[config.mk]
export PLATFORM = sky130hd
export DESIGN_NAME = rxq_ack_top
export DESIGN_NICKNAME = d
export VERILOG_FILES = /design/src/rtl/rxq_pkg.sv /design/src/rtl/rxq_datapath.sv /design/src/rtl/rxq_control.sv /design/src/rtl/rxq_ack_top.sv
export SDC_FILE = /design/constraint.sdc
export NUM_CORES = 1
export LEC_CHECK = 0
export BUFFER_PORTS_ARGS = -buffer_cell sky130_fd_sc_hd__buf_2
export CAP_MARGIN = 30
export CELL_PAD_IN_SITES_DETAIL_PLACEMENT = 0
export CELL_PAD_IN_SITES_GLOBAL_PLACEMENT = 2
export CORE_MARGIN = 2
export CORE_UTILIZATION = 41
export DETAILED_ROUTE_END_ITERATION = 8
export PLACE_DENSITY = 0.81
export REMOVE_ABC_BUFFERS = 1
export SLEW_MARGIN = 20
export SYNTH_ARGS = -nofsm -noshare
export SYNTH_HDL_FRONTEND = slang
export SYNTH_SLANG_ARGS = --single-unit
[constraint.sdc]
create_clock -name clk -period 2.9 [get_ports clk]
set_clock_uncertainty 0.1 [all_clocks]
set_input_delay 0.58 -clock clk [delete_from_list [all_inputs] [get_ports clk]]
set_output_delay 0.58 -clock clk [all_outputs]
set_load 0.02 [all_outputs]
[src/rtl/rxq_pkg.sv]
`timescale 1ns/1ps
package rxq_pkg;
  // Strobes issued by the control unit to the datapath each cycle
  typedef struct packed {
    logic push;     // offer byte for storage
    logic pop;      // remove oldest byte
    logic flush;    // empty the store (wins over push/pop)
    logic loadLen;  // load master read length
    logic decLen;   // one master byte received
  } rxqStrobe_t;
endpackage

[src/rtl/rxq_datapath.sv]
`timescale 1ns/1ps
module rxq_datapath
  import rxq_pkg::*;
#(
  parameter int DEPTH = 8,
  parameter int DW    = 8,
  parameter int LENW  = 8,
  localparam int CNTW = $clog2(DEPTH + 1),
  localparam int PTRW = (DEPTH > 1) ? $clog2(DEPTH) : 1,
  localparam int REMW = LENW + 1
) (
  input  logic            clk,
  input  logic            rstN,
  input  rxqStrobe_t      strb,
  input  logic [DW-1:0]   wrData,
  input  logic [CNTW-1:0] threshLevel,
  input  logic            threshClr,
  input  logic            ovrClr,
  input  logic [LENW-1:0] xferLen,
  output logic [DW-1:0]   rdData,
  output logic [CNTW-1:0] fillCount,
  output logic            threshEvt,
  output logic            overrun,
  output logic [REMW-1:0] remaining
);
  localparam logic [CNTW-1:0] FULL_CNT = CNTW'(DEPTH);
  localparam logic [PTRW-1:0] LAST_PTR = PTRW'(DEPTH - 1);
  localparam logic [REMW-1:0] MAX_LEN  = REMW'(1) << LENW;

  logic [DW-1:0]   mem [DEPTH];
  logic [PTRW-1:0] wrPtr, rdPtr;
  logic            isFull, isEmpty, doPush, doPop;

  assign isFull  = (fillCount == FULL_CNT);
  assign isEmpty = (fillCount == '0);
  assign doPush  = strb.push && !isFull && !strb.flush;
  assign doPop   = strb.pop && !isEmpty && !strb.flush;
  assign rdData  = mem[rdPtr];

  function automatic logic [PTRW-1:0] nextPtr(input logic [PTRW-1:0] p);
    return (p == LAST_PTR) ? '0 : p + 1'b1;
  endfunction

  // storage array: one register per slot
  for (genvar i = 0; i < DEPTH; i++) begin : g_slot
    always_ff @(posedge clk or negedge rstN) begin
      if (!rstN)                                    mem[i] <= '0;
      else if (doPush && wrPtr == PTRW'(i))         mem[i] <= wrData;
    end
  end

  always_ff @(posedge clk or negedge rstN) begin
    if (!rstN) begin
      wrPtr     <= '0;
      rdPtr     <= '0;
      fillCount <= '0;
    end else if (strb.flush) begin
      wrPtr     <= '0;
      rdPtr     <= '0;
      fillCount <= '0;
    end else begin
      if (doPush) wrPtr <= nextPtr(wrPtr);
      if (doPop)  rdPtr <= nextPtr(rdPtr);
      case ({doPush, doPop})
        2'b10:   fillCount <= fillCount + 1'b1;
        2'b01:   fillCount <= fillCount - 1'b1;
        default: fillCount <= fillCount;
      endcase
    end
  end

  // sticky level event: set wins over clear while condition holds
  always_ff @(posedge clk or negedge rstN) begin
    if (!rstN) threshEvt <= 1'b0;
    else       threshEvt <= (fillCount >= threshLevel) || (threshEvt && !threshClr);
  end

  // sticky overrun on a byte offered to a full store
  always_ff @(posedge clk or negedge rstN) begin
    if (!rstN)                                       overrun <= 1'b0;
    else if (strb.push && isFull && !strb.flush)     overrun <= 1'b1;
    else if (ovrClr)                                 overrun <= 1'b0;
  end

  // master read countdown
  always_ff @(posedge clk or negedge rstN) begin
    if (!rstN)                                remaining <= '0;
    else if (strb.loadLen)                    remaining <= (xferLen == '0) ? MAX_LEN : REMW'(xferLen);
    else if (strb.decLen && remaining != '0)  remaining <= remaining - 1'b1;
  end
endmodule

[src/rtl/rxq_control.sv]
`timescale 1ns/1ps
module rxq_control
  import rxq_pkg::*;
#(
  parameter int DEPTH = 8,
  parameter int LENW  = 8,
  localparam int CNTW = $clog2(DEPTH + 1),
  localparam int REMW = LENW + 1
) (
  input  logic            clk,
  input  logic            rstN,
  input  logic            isMaster,
  input  logic            irxMode,
  input  logic            byteValid,
  input  logic            popReq,
  input  logic            flushWr,
  input  logic            dnrPolicy,
  input  logic            addrWrMatch,
  input  logic            stopSeen,
  input  logic            mstStart,
  input  logic [CNTW-1:0] fillCount,
  input  logic [REMW-1:0] remaining,
  output rxqStrobe_t      strb,
  output logic            flushBusy,
  output logic            addrAck,
  output logic            dataAck,
  output logic            lastByte
);
  logic rejecting;
  logic pending;

  assign pending = (fillCount != '0);

  // flush command register: set by a write of 1, cleared after one cycle
  always_ff @(posedge clk or negedge rstN) begin
    if (!rstN) flushBusy <= 1'b0;
    else       flushBusy <= flushWr;
  end

  // slave data refusal until stop
  always_ff @(posedge clk or negedge rstN) begin
    if (!rstN)                                               rejecting <= 1'b0;
    else if (stopSeen)                                       rejecting <= 1'b0;
    else if (addrWrMatch && !isMaster && !dnrPolicy && pending) rejecting <= 1'b1;
  end

  assign lastByte = isMaster && !irxMode && (remaining == REMW'(1));
  assign addrAck  = !(dnrPolicy && pending);
  assign dataAck  = isMaster ? !lastByte : !rejecting;

  always_comb begin
    strb         = '0;
    strb.flush   = flushBusy;
    strb.push    = byteValid && !flushBusy && (isMaster || !rejecting);
    strb.pop     = popReq && !flushBusy;
    strb.loadLen = mstStart && isMaster;
    strb.decLen  = byteValid && isMaster && !irxMode;
  end
endmodule

[src/rtl/rxq_ack_top.sv]
`timescale 1ns/1ps
module rxq_ack_top
  import rxq_pkg::*;
#(
  parameter int DEPTH = 8,
  parameter int DW    = 8,
  parameter int LENW  = 8,
  localparam int CNTW = $clog2(DEPTH + 1),
  localparam int REMW = LENW + 1
) (
  input  logic            clk,
  input  logic            rstN,
  input  logic            isMaster,
  input  logic            irxMode,
  input  logic            byteValid,
  input  logic [DW-1:0]   byteData,
  input  logic            popReq,
  output logic [DW-1:0]   popData,
  output logic [CNTW-1:0] fillCount,
  input  logic [CNTW-1:0] threshLevel,
  output logic            threshEvt,
  input  logic            threshClr,
  input  logic            flushWr,
  output logic            flushBusy,
  output logic            overrun,
  input  logic            ovrClr,
  input  logic            dnrPolicy,
  input  logic            addrWrMatch,
  input  logic            stopSeen,
  output logic            addrAck,
  output logic            dataAck,
  input  logic            mstStart,
  input  logic [LENW-1:0] xferLen,
  output logic            lastByte
);
  rxqStrobe_t      strb;
  logic [REMW-1:0] remaining;

  rxq_control #(.DEPTH(DEPTH), .LENW(LENW)) i_ctrl (
    .clk, .rstN, .isMaster, .irxMode, .byteValid, .popReq, .flushWr,
    .dnrPolicy, .addrWrMatch, .stopSeen, .mstStart,
    .fillCount, .remaining, .strb, .flushBusy, .addrAck, .dataAck, .lastByte
  );

  rxq_datapath #(.DEPTH(DEPTH), .DW(DW), .LENW(LENW)) i_dp (
    .clk, .rstN, .strb, .wrData(byteData), .threshLevel, .threshClr, .ovrClr,
    .xferLen, .rdData(popData), .fillCount, .threshEvt, .overrun, .remaining
  );
endmodule

==> run_results.csv, run 1 <==
group,metric,value,unit
clock_tree,cts_buffers,9,
global_routing,grt_use_met2,29.7,%
synthesis,ys_async_sr_fraction,100,%
die,core_area,0.0104,sq mm
setup_path,rr_worst_depth,7,
clock_tree,ctsHtreeMaxLevel,3,
die,ios,51,
clock_tree,insertion_delay,0.36,ns
global_routing,use_met1,21.7,%
place,numPortBuffers,50,
timing,relSlewSlack,63.0,%
timing,fmax,373,MHz
synthesis,syn-cell-area,0.00442,sq mm
drt,vias,2801,
synthesis,synth_cell_type_count,49,
drt,first_iter_violations,91,
hold_path,min_path_type,"in2async",
setup_path,cp_max_fo,16,
timing,rsz0062_at_grt,"no",
synthesis,syn_inst,332,
place,gp_congestion,0.721,
global_routing,grt_remaining_overflow,0,
timing,setup_violations,0,
setup_path,crit_required,2.22,ns
pwr,cellLeakagePower,2.36,nW
cells_and_area,final_area,0.00505,sq mm
clock_tree,clk_pin_slew,0.09,ns
timing,period_needed,2.68,ns
clock_tree,post_cts_resized,0,
cells_and_area,layout-drive-gt1-share,45.3,%
clock_tree,clock_path_buffers,2,
die,die_h,108,microns
clock_tree,root_buffer,"clkbuf_8",
die,num_rows,37,
setup_path,reg2reg_slack,0.37,ns
synthesis,synth_edf_count,0,
timing,final_max_slew_viol_count,0,
setup_path,worstReg2RegStart,"i_dp.fillCount[0]",
clock_tree,post_cts_buffers,0,
pwr,power,3.83,mW
clock_tree,cts_tree,"done",
pwr,powerDensity,758,mW/mm^2
drt,ant_nets,0,
global_routing,grt_pass1_vias,3042,
synthesis,avgSynthCellArea,13.3,sq um
global_routing,met3_usage,3.63,%
global_routing,top_usage_layer,"met2",
global_routing,grt_max_degree,42,
timing,finalCritPeriodShare,92.4,%
setup_path,arrival,2.00,ns
pwr,ir_drop,425,uV
clock_tree,holdBufCountCts,0,
global_routing,antenna_found_initial,0,
place,place_area,0.00487,sq mm
drt,wirelength,8970,microns
die,initial_utilization,42.4,%
cells_and_area,diodes,0,
drt,viasPerCell,5.26,
clock_tree,cts_sinks,87,
place,hpwl,6240,microns
setup_path,r2r_end,"i_dp.fillCount[3]",
drt,avgRoutedWirePerCell,16.8,microns
setup_path,startpoint,"i_dp.rdPtr[0]",
setup_path,crit_end,"popData[6]",
timing,hold_violations,0,
setup_path,cp-end-kind,"output pin",
setup_path,crit_type,"reg2out",
die,dieArea,0.0116,sq mm
synthesis,seq_area_frac_synth,49.3,%
cells_and_area,nets,441,
timing,max_slew.worst_pin.slew,0.555,ns
synthesis,yosys_warnings,0,
setup_path,start_kind,"register",
synthesis,synthFlopType,"dfrtp_1",
drt,firstDrtPassIters,4,
synthesis,ys_ff_latch,87,
status,status,"completed",
global_routing,grt_pass1_wl,15100,microns
run,cap_viol_max_count,0,
die,die_x,108,microns
global_routing,grt_usage,17.1,%
drt,drc_errors,0,
cells_and_area,area_delta_synth_final,14.3,%
[cells in the final DEF, fill, tap and decap left out, drive strengths merged, types with 2 or more instances in the layout]
cell type,n
a31oi,5
nand2,12
xnor2,4
xor2,2
or3,2
or2,2
nor2b,4
mux2,73
clkbuf,10
inv,14
nor2,17
or4,2
nand3b,4
ha,16
clkinvlp,2
a21oi,11
o21ai,7
nor3,8
dfrtp,87
mux2i,2
nand2b,5
and2,2
nand3,7
o31ai,5
nor4,5
clkinv,2
mux4,16
buf,60
[Yosys cell counts, types with 2 or more instances]
master,count,area share (%)
nor4_1,5,0.71
a31oi_1,5,0.71
nor2b_1,4,0.57
nand3b_1,3,0.51
mux4_2,16,8.2
inv_1,11,0.93
mux2_2,73,19
o21ai_0,7,0.79
buf_6,3,0.76
ha_1,16,4.5
nand2_1,11,0.93
xor2_1,2,0.40
a21oi_1,11,1.2
nand3_2,6,1.4
nand2b_1,5,0.71
or3_1,2,0.28
mux2i_1,2,0.45
buf_2,3,0.34
xnor2_1,3,0.59
clkbuf_1,3,0.25
nor2_1,17,1.4
dfrtp_1,87,49
nor3_1,7,0.79
o31ai_1,5,0.85
[cell families after synthesis]
| logic type | after synthesis | synth area share, % |
|---|---|---|
| XOR/XNOR | 6 | 1.36 |
| buffers and inverters | 23 | 2.63 |
| adder cells (fa/ha/maj) | 16 | 4.53 |
| flip-flops | 87 | 49.3 |
| AND/OR/NAND/NOR | 73 | 9.71 |
| multiplexers | 91 | 27.2 |
| AO/OA/AOI/OAI | 36 | 5.27 |
[state kept, by name, indices dropped and copies added, names as in the netlist]
| signal | cells |
|---|---|
| i_ctrl.rejecting | 1 |
| i_dp.rdPtr | 3 |
| i_dp.threshEvt | 1 |
| i_dp.mem | 64 |
| i_dp.remaining | 9 |
| i_dp.overrun | 1 |
| i_ctrl.flushBusy | 1 |
| i_dp.fillCount | 4 |
| i_dp.wrPtr | 3 |
[where the power goes]
group	switching [mW]	internal, mW	total (mW)
combinational	0.664	0.711	1.37
clock	0.456	0.325	0.781
sequential	0.182	1.49	1.67
total	1.30	2.52	3.83
[how the worst min path moves through the flow]
stage,slack (ns),depth (start not counted),end
floorplan,0.18,0,i_ctrl.flushBusy
global placement,0.37,2,i_ctrl.rejecting
detailed placement,0.38,2,i_dp.threshEvt
CTS,0.11,1,i_dp.mem[27]
global route,0.13,1,i_dp.mem[27]
finish,0.10,1,i_dp.mem[27]
[per-layer routing]
metal  routed length (microns)  share of wire, %
met5                         0                 0
met4                        95               1.1
met3                       309               3.4
met2                      4520                50
met1                      4040                45
[per-stage QoR]
step | utilization [%] | setup TNS, ns | std cells | hold WS (ns) | setup WS (ns)
2_1_floorplan | - | -21.51 | 321 | 0.184 | -0.851
3_3_place_gp | 46.8 | 0 | 517 | 0.374 | 0.430
3_5_place_dp | 46.8 | 0 | 517 | 0.382 | 0.367
4_1_cts | 48.5 | 0 | 533 | 0.107 | 0.169
5_1_grt | 48.5 | 0 | 533 | 0.125 | 0.129
6_report | 48.5 | 0 | 533 | 0.100 | 0.220
[critical path, stage by stage (launching register included)]
cell and delay (ns):
dfrtp_1 0.45, buf_12 0.22, mux4_2 0.53, mux2_2 0.28, buf_2 0.16
[layout make-up]
cell class,instances,area (sq um)
Fill cell,973,5370
Sequential cell,87,2180
Multi-Input combinational cell,222,2140
Timing Repair Buffer,60,340
Tap cell,136,170
Clock buffer,10,128
Clock inverter,6,52.6
Inverter,12,45.0
Power figures use the tool's default switching activity.
==> run 2: changes to the inputs <==
- CORE_UTILIZATION: 41 -> 44
- PLACE_DENSITY: 0.81 -> 0.86
- clock period: 2.9 -> 3.45 ns (I/O delays scaled with it)
==> run 2 against run 1 <==
  * Clock power shrank 4.4%
  * Setup slack gained 0.31 ns
  * First-iteration DRC count shrank 1.1%
  * Count of clock-buffer cells in the layout is the same
==> run_results.csv, run 2 (same netlist as run 1, synthesis figures left out) <==
group,metric,value,unit
status,status,"completed",
setup_path,crit_type,"reg2out",
cells_and_area,layout_commonest_cell,"dfrtp_1",
clock_tree,holdBufCountCts,0,
timing,fin_setup_tns,0,ns
place,gp_congestion,0.725,
drt,wirelength,8370,microns
die,ios,51,
setup_path,path_cells,"buf_4 -> mux4_2 -> mux2_2 -> buf_2",
timing,max_slew.worst_pin.slew,0.800,ns
setup_path,cp_slowest_stage_delay,0.55,ns
clock_tree,cts_tree,"done",
setup_path,crit_required,2.66,ns
timing,fmax,342,MHz
pwr,ir_drop,329,uV
die,die_h,104,microns
global_routing,grt_remaining_overflow,0,
timing,final_max_slew_viol_count,0,
global_routing,grt_pass1_wl,14000,microns
timing,relSlewSlack,46.7,%
die,initial_utilization,45.2,%
pwr,cellLeakagePower,2.35,nW
hold_path,min_path_type,"in2async",
setup_path,r2r_end,"i_dp.fillCount[3]",
clock_tree,ctsHtreeMaxLevel,3,
place,numPortBuffers,50,
drt,wl_met1,3930,microns
drt,drc_errors,0,
setup_path,cp_max_fo,15,
timing,finalCritPeriodShare,84.7,%
cells_and_area,utilization,51.4,%
setup_path,start_kind,"register",
cells_and_area,final_area,0.00502,sq mm
cells_and_area,layout-drive-gt1-share,44.8,%
run,cap_viol_max_count,0,
die,dieArea,0.0109,sq mm
drt,wl_met2,4000,microns
clock_tree,post_cts_buffers,0,
setup_path,reg2reg_slack,0.88,ns
global_routing,antenna_found_initial,0,
clock_tree,insertion_delay,0.35,ns
pwr,powerDensity,651,mW/mm^2
setup_path,arrival,2.13,ns
drt,viasPerCell,5.27,
global_routing,grt_max_degree,57,
die,die_x,104,microns
die,num_rows,36,
drt,first_iter_violations,90,
drt,vias,2762,
drt,highest_layer,"met4",
timing,hold_violations,0,
setup_path,rr_worst_depth,7,
drt,wl_met3,319,microns
pwr,power,3.27,mW
place,hpwl,5700,microns
drt,avgRoutedWirePerCell,16.0,microns
cells_and_area,final_cell_mix,"dfrtp_1, mux2_2, buf_2",
cells_and_area,largest-register,"i_dp.mem",
place,place_area,0.00481,sq mm
clock_tree,clock_path_buffers,2,
timing,period_needed,2.92,ns
global_routing,grt_pass1_vias,2905,
clock_tree,clk_pin_slew,0.09,ns
global_routing,grt_usage,16.4,%
timing,setup_violations,0,
drt,ant_nets,0,
drt,firstDrtPassIters,4,
cells_and_area,diodes,0,
place,dp.cells,508,
setup_path,cp-end-kind,"output pin",
timing,rsz0062_at_grt,"no",
clock_tree,root_buffer,"clkbuf_8",
setup_path,crit_path_top_delay_cell,"mux4_2",
cells_and_area,reg_top3,"i_dp.mem (64), i_dp.remaining (9), i_dp.fillCount (4)",
die,core_area,0.00977,sq mm
cells_and_area,largest_register_ffs,64,
clock_tree,cts_sinks,87,
cells_and_area,area_delta_synth_final,13.7,%
setup_path,worstReg2RegStart,"i_dp.fillCount[1]",
cells_and_area,nets,435,
clock_tree,post_cts_resized,0,
clock_tree,cts_buffers,9,
cells_and_area,stdcell_count,524,
run 2: cell count changes in the layout (fill, tap and decap cells not counted), sizes merged:
cell and delta:
buf -6, clkinvlp -1, bufinv +1
run 2: cell type report:
cell class / instances / area (sq um)
inverters: 12 / 45.0
clock inverters: 6 / 75.1
fillers: 877 / 4750
well taps: 133 / 166
clock buffers: 10 / 138
multi-input cells: 222 / 2140
flip-flops and latches: 87 / 2180
repair buffers: 54 / 283
run 2: where the power goes:
part | total (mW) | leakage [nW] | switching [mW] | internal [mW]
Clock | 0.747 | 0.105 | 0.381 | 0.366
Sequential | 1.45 | 1.13 | 0.199 | 1.25
Combinational | 1.07 | 1.11 | 0.501 | 0.571
run 2: per-layer routing:
| metal | vias up | global-route usage, % |
|---|---|---|
| met4 | 0 | 4.44 |
| met5 | - | 0 |
| met1 | 1363 | 21.1 |
| met2 | 48 | 27.5 |
| met3 | 13 | 4.57 |
| li1 | 1338 | - |
run 2: metrics by stage:
step | setup slack, ns | hold slack, ns
floorplan | -0.345 | 0.294
global placement | 0.877 | 0.369
detailed placement | 0.836 | 0.377
CTS | 0.471 | 0.283
global route | 0.388 | 0.303
finish | 0.526 | 0.267
run 2: critical path, delay by kind of cell, from the launching register on:
family,cells,cell delay [ns]
multiplexers,2,0.84
buffers and inverters,2,0.50
flip-flops,1,0.44
run 2: worst max path at each step:
stage                       start                 to  slack [ns]  cells past startpoint
floorplan                isMaster  i_dp.fillCount[3]       -0.35                      9
global placement         isMaster  i_dp.fillCount[3]        0.88                      8
detailed placement       isMaster  i_dp.fillCount[3]        0.84                      8
CTS                 i_dp.rdPtr[0]         popData[2]        0.47                      4
global route        i_dp.rdPtr[0]         popData[2]        0.39                      4
finish              i_dp.rdPtr[0]         popData[0]        0.53                      4
==> run 3: changes to the inputs <==
- ABC_AREA: default -> 1
- CORE_UTILIZATION: 44 -> 36
- PLACE_DENSITY: 0.86 -> 0.81
- clock period: 3.45 -> 2.9 ns (I/O delays scaled with it)
==> run 3 against run 2 <==
  * Sequential share of layout area is 1.8 points lower
  * Largest power group unchanged
  * Non-clock buffer count stayed put
  * Global-route usage up 0.86 points
  * Final cell count rose by 43%
  * Clock power rose by 57%
==> run_results.csv, run 3 <==
group,metric,value,unit
global_routing,grt_pass1_vias,3517,
clock_tree,ctsHtreeMaxLevel,3,
cells_and_area,area_delta_synth_final,15.5,%
die,die_x,116,microns
drt,vias,3610,
cells_and_area,largest-register,"i_dp.mem",
synthesis,yosysMostFrequentCell,"nand2_1",
timing,relSlewSlack,59.7,%
setup_path,r2r_end,"i_dp.fillCount[3]",
timing,fin_setup_tns,0,ns
place,numPortBuffers,50,
global_routing,grt_pass1_wl,17800,microns
cells_and_area,layout_commonest_cell,"nand2_1",
cells_and_area,final_cell_mix,"nand2_1, dfrtp_1, nor2_1",
setup_path,reg2reg_slack,0.85,ns
setup_path,crit_end,"popData[1]",
synthesis,synth_top_area_share,47.9,%
drt,first_iter_violations,241,
die,core_area,0.0125,sq mm
synthesis,seq_area_frac_synth,47.9,%
drt,viasPerCell,4.83,
drt,wirelength,10700,microns
synthesis,synthFlopType,"dfrtp_1",
setup_path,path_cells,"inv_1 -> o21ai_0 -> o22ai_1 -> nor2_1 -> a31oi_1 -> buf_2",
setup_path,worstReg2RegStart,"i_ctrl.flushBusy",
setup_path,crit_path_top_delay_cell,"inv_1",
die,initial_utilization,36.4,%
synthesis,synth_edf_count,0,
global_routing,grt_usage,17.3,%
global_routing,grt_max_degree,54,
timing,max_slew.worst_pin.slew,0.604,ns
cells_and_area,stdcell_count,748,
clock_tree,post_cts_resized,0,
setup_path,cp-end-kind,"output pin",
synthesis,syn-cell-area,0.00454,sq mm
die,die_h,116,microns
die,num_rows,41,
setup_path,rr_worst_depth,13,
drt,drc_errors,0,
timing,period_needed,2.63,ns
pwr,ir_drop,329,uV
cells_and_area,nets,620,
clock_tree,root_buffer,"clkbuf_16",
setup_path,start_kind,"register",
run,cap_viol_max_count,0,
die,ios,51,
place,hpwl,6920,microns
synthesis,ys_ff_latch,87,
place,gp_congestion,0.786,
clock_tree,clk_pin_slew,0.07,ns
cells_and_area,reg_top3,"i_dp.mem (64), i_dp.remaining (9), i_dp.fillCount (4)",
hold_path,min_path_type,"in2async",
drt,firstDrtPassIters,4,
clock_tree,cts_tree,"done",
pwr,powerDensity,883,mW/mm^2
drt,avgRoutedWirePerCell,14.3,microns
clock_tree,cts_buffers,9,
cells_and_area,layout-drive-gt1-share,19.6,%
global_routing,antenna_found_initial,0,
global_routing,grt_remaining_overflow,0,
synthesis,yosys_warnings,0,
cells_and_area,largest_register_ffs,64,
drt,ant_nets,0,
synthesis,ys_async_sr_fraction,100,%
die,dieArea,0.0135,sq mm
clock_tree,clock_path_buffers,2,
place,dp.cells,732,
synthesis,avgSynthCellArea,8.67,sq um
timing,rsz0062_at_grt,"no",
synthesis,synth_area_leaders,"dfrtp_1, nand2_1, nor2_1, o21ai_1, o21ai_2",
setup_path,arrival,1.95,ns
setup_path,crit_required,2.22,ns
clock_tree,post_cts_buffers,0,
synthesis,synthTopCellsByCount,"nand2_1, dfrtp_1, nor2_1, inv_1, o21ai_1",
timing,setup_violations,0,
cells_and_area,diodes,0,
synthesis,synth_cell_type_count,37,
pwr,cellLeakagePower,2.56,nW
timing,fmax,380,MHz
setup_path,startpoint,"i_dp.rdPtr[1]",
setup_path,cp_slowest_stage_delay,0.45,ns
synthesis,syn_inst,524,
synthesis,yosys.area.top_type,"dfrtp_1",
clock_tree,cts_sinks,87,
timing,finalCritPeriodShare,90.8,%
setup_path,crit_type,"reg2out",
status,status,"completed",
clock_tree,insertion_delay,0.34,ns
timing,hold_violations,0,
timing,final_max_slew_viol_count,0,
setup_path,cp_max_fo,17,
clock_tree,holdBufCountCts,0,
pwr,power,4.63,mW
==> run 3: worst min path at each step <==
stage            startpoint          endpoint  cells past startpoint
6_report               rstN      i_dp.mem[60]                      1
5_1_grt                rstN      i_dp.mem[60]                      1
4_1_cts                rstN      i_dp.mem[60]                      1
3_5_place_dp   i_dp.mem[16]      i_dp.mem[16]                      2
3_3_place_gp   i_dp.mem[20]      i_dp.mem[20]                      2
2_1_floorplan          rstN  i_ctrl.flushBusy                      0
==> run 3: metrics by stage <==
stage	hold slack [ns]	setup WS (ns)	utilization [%]	instance area, sq um
CTS	0.107	0.238	42.1	5240
global route	0.128	0.0614	42.1	5240
finish	0.0946	0.267	42.1	5240
floorplan	0.184	0.372	-	4420
detailed placement	0.367	0.627	39.7	4950
global placement	0.361	0.645	39.7	4950
==> run 3: area by class of cell <==
type	count	area, sq um
inverter	49	191
clock inverter	6	66.3
multi-input combinational	370	2060
timing repair buffer	54	308
sequential	87	2180
clock buffer	10	229
tap	172	215
fill	1318	7220
==> run 3: logic make-up (layout without fill, tap and decap cells) <==
logic type / count (synthesis) / count (layout) / share of synthesized area [%]
DFF: 87 / 87 / 47.9
AOI/OAI and AO/OA: 138 / 138 / 18.8
buffers and inverters: 67 / 119 / 6.78
adders and majority gates: 16 / 16 / 4.41
and+or+nand+nor: 208 / 208 / 20.5
xor gates and xnor gates: 8 / 8 / 1.54
==> run 3: worst max-delay path, delay by kind of cell, from the launching register on <==
family                 cells  cell delay [ns]
buffers and inverters      2             0.66
AO/OA/AOI/OAI              3             0.53
flip-flops                 1             0.37
AND/OR/NAND/NOR            1             0.05
==> run 3: power by group <==
group	switching [mW]	internal, mW	leakage (nW)
combinational	1.06	0.640	1.26
clock	0.491	0.674	0.148
sequential	0.220	1.54	1.15
==> run 3: layer usage <==
| layer | share of wire [%] | GRT usage, % |
|---|---|---|
| met4 | 1.1 | 4.84 |
| met3 | 3.3 | 3.84 |
| met2 | 48 | 29.5 |
| met1 | 47 | 22.2 |
| met5 | 0 | 0 |
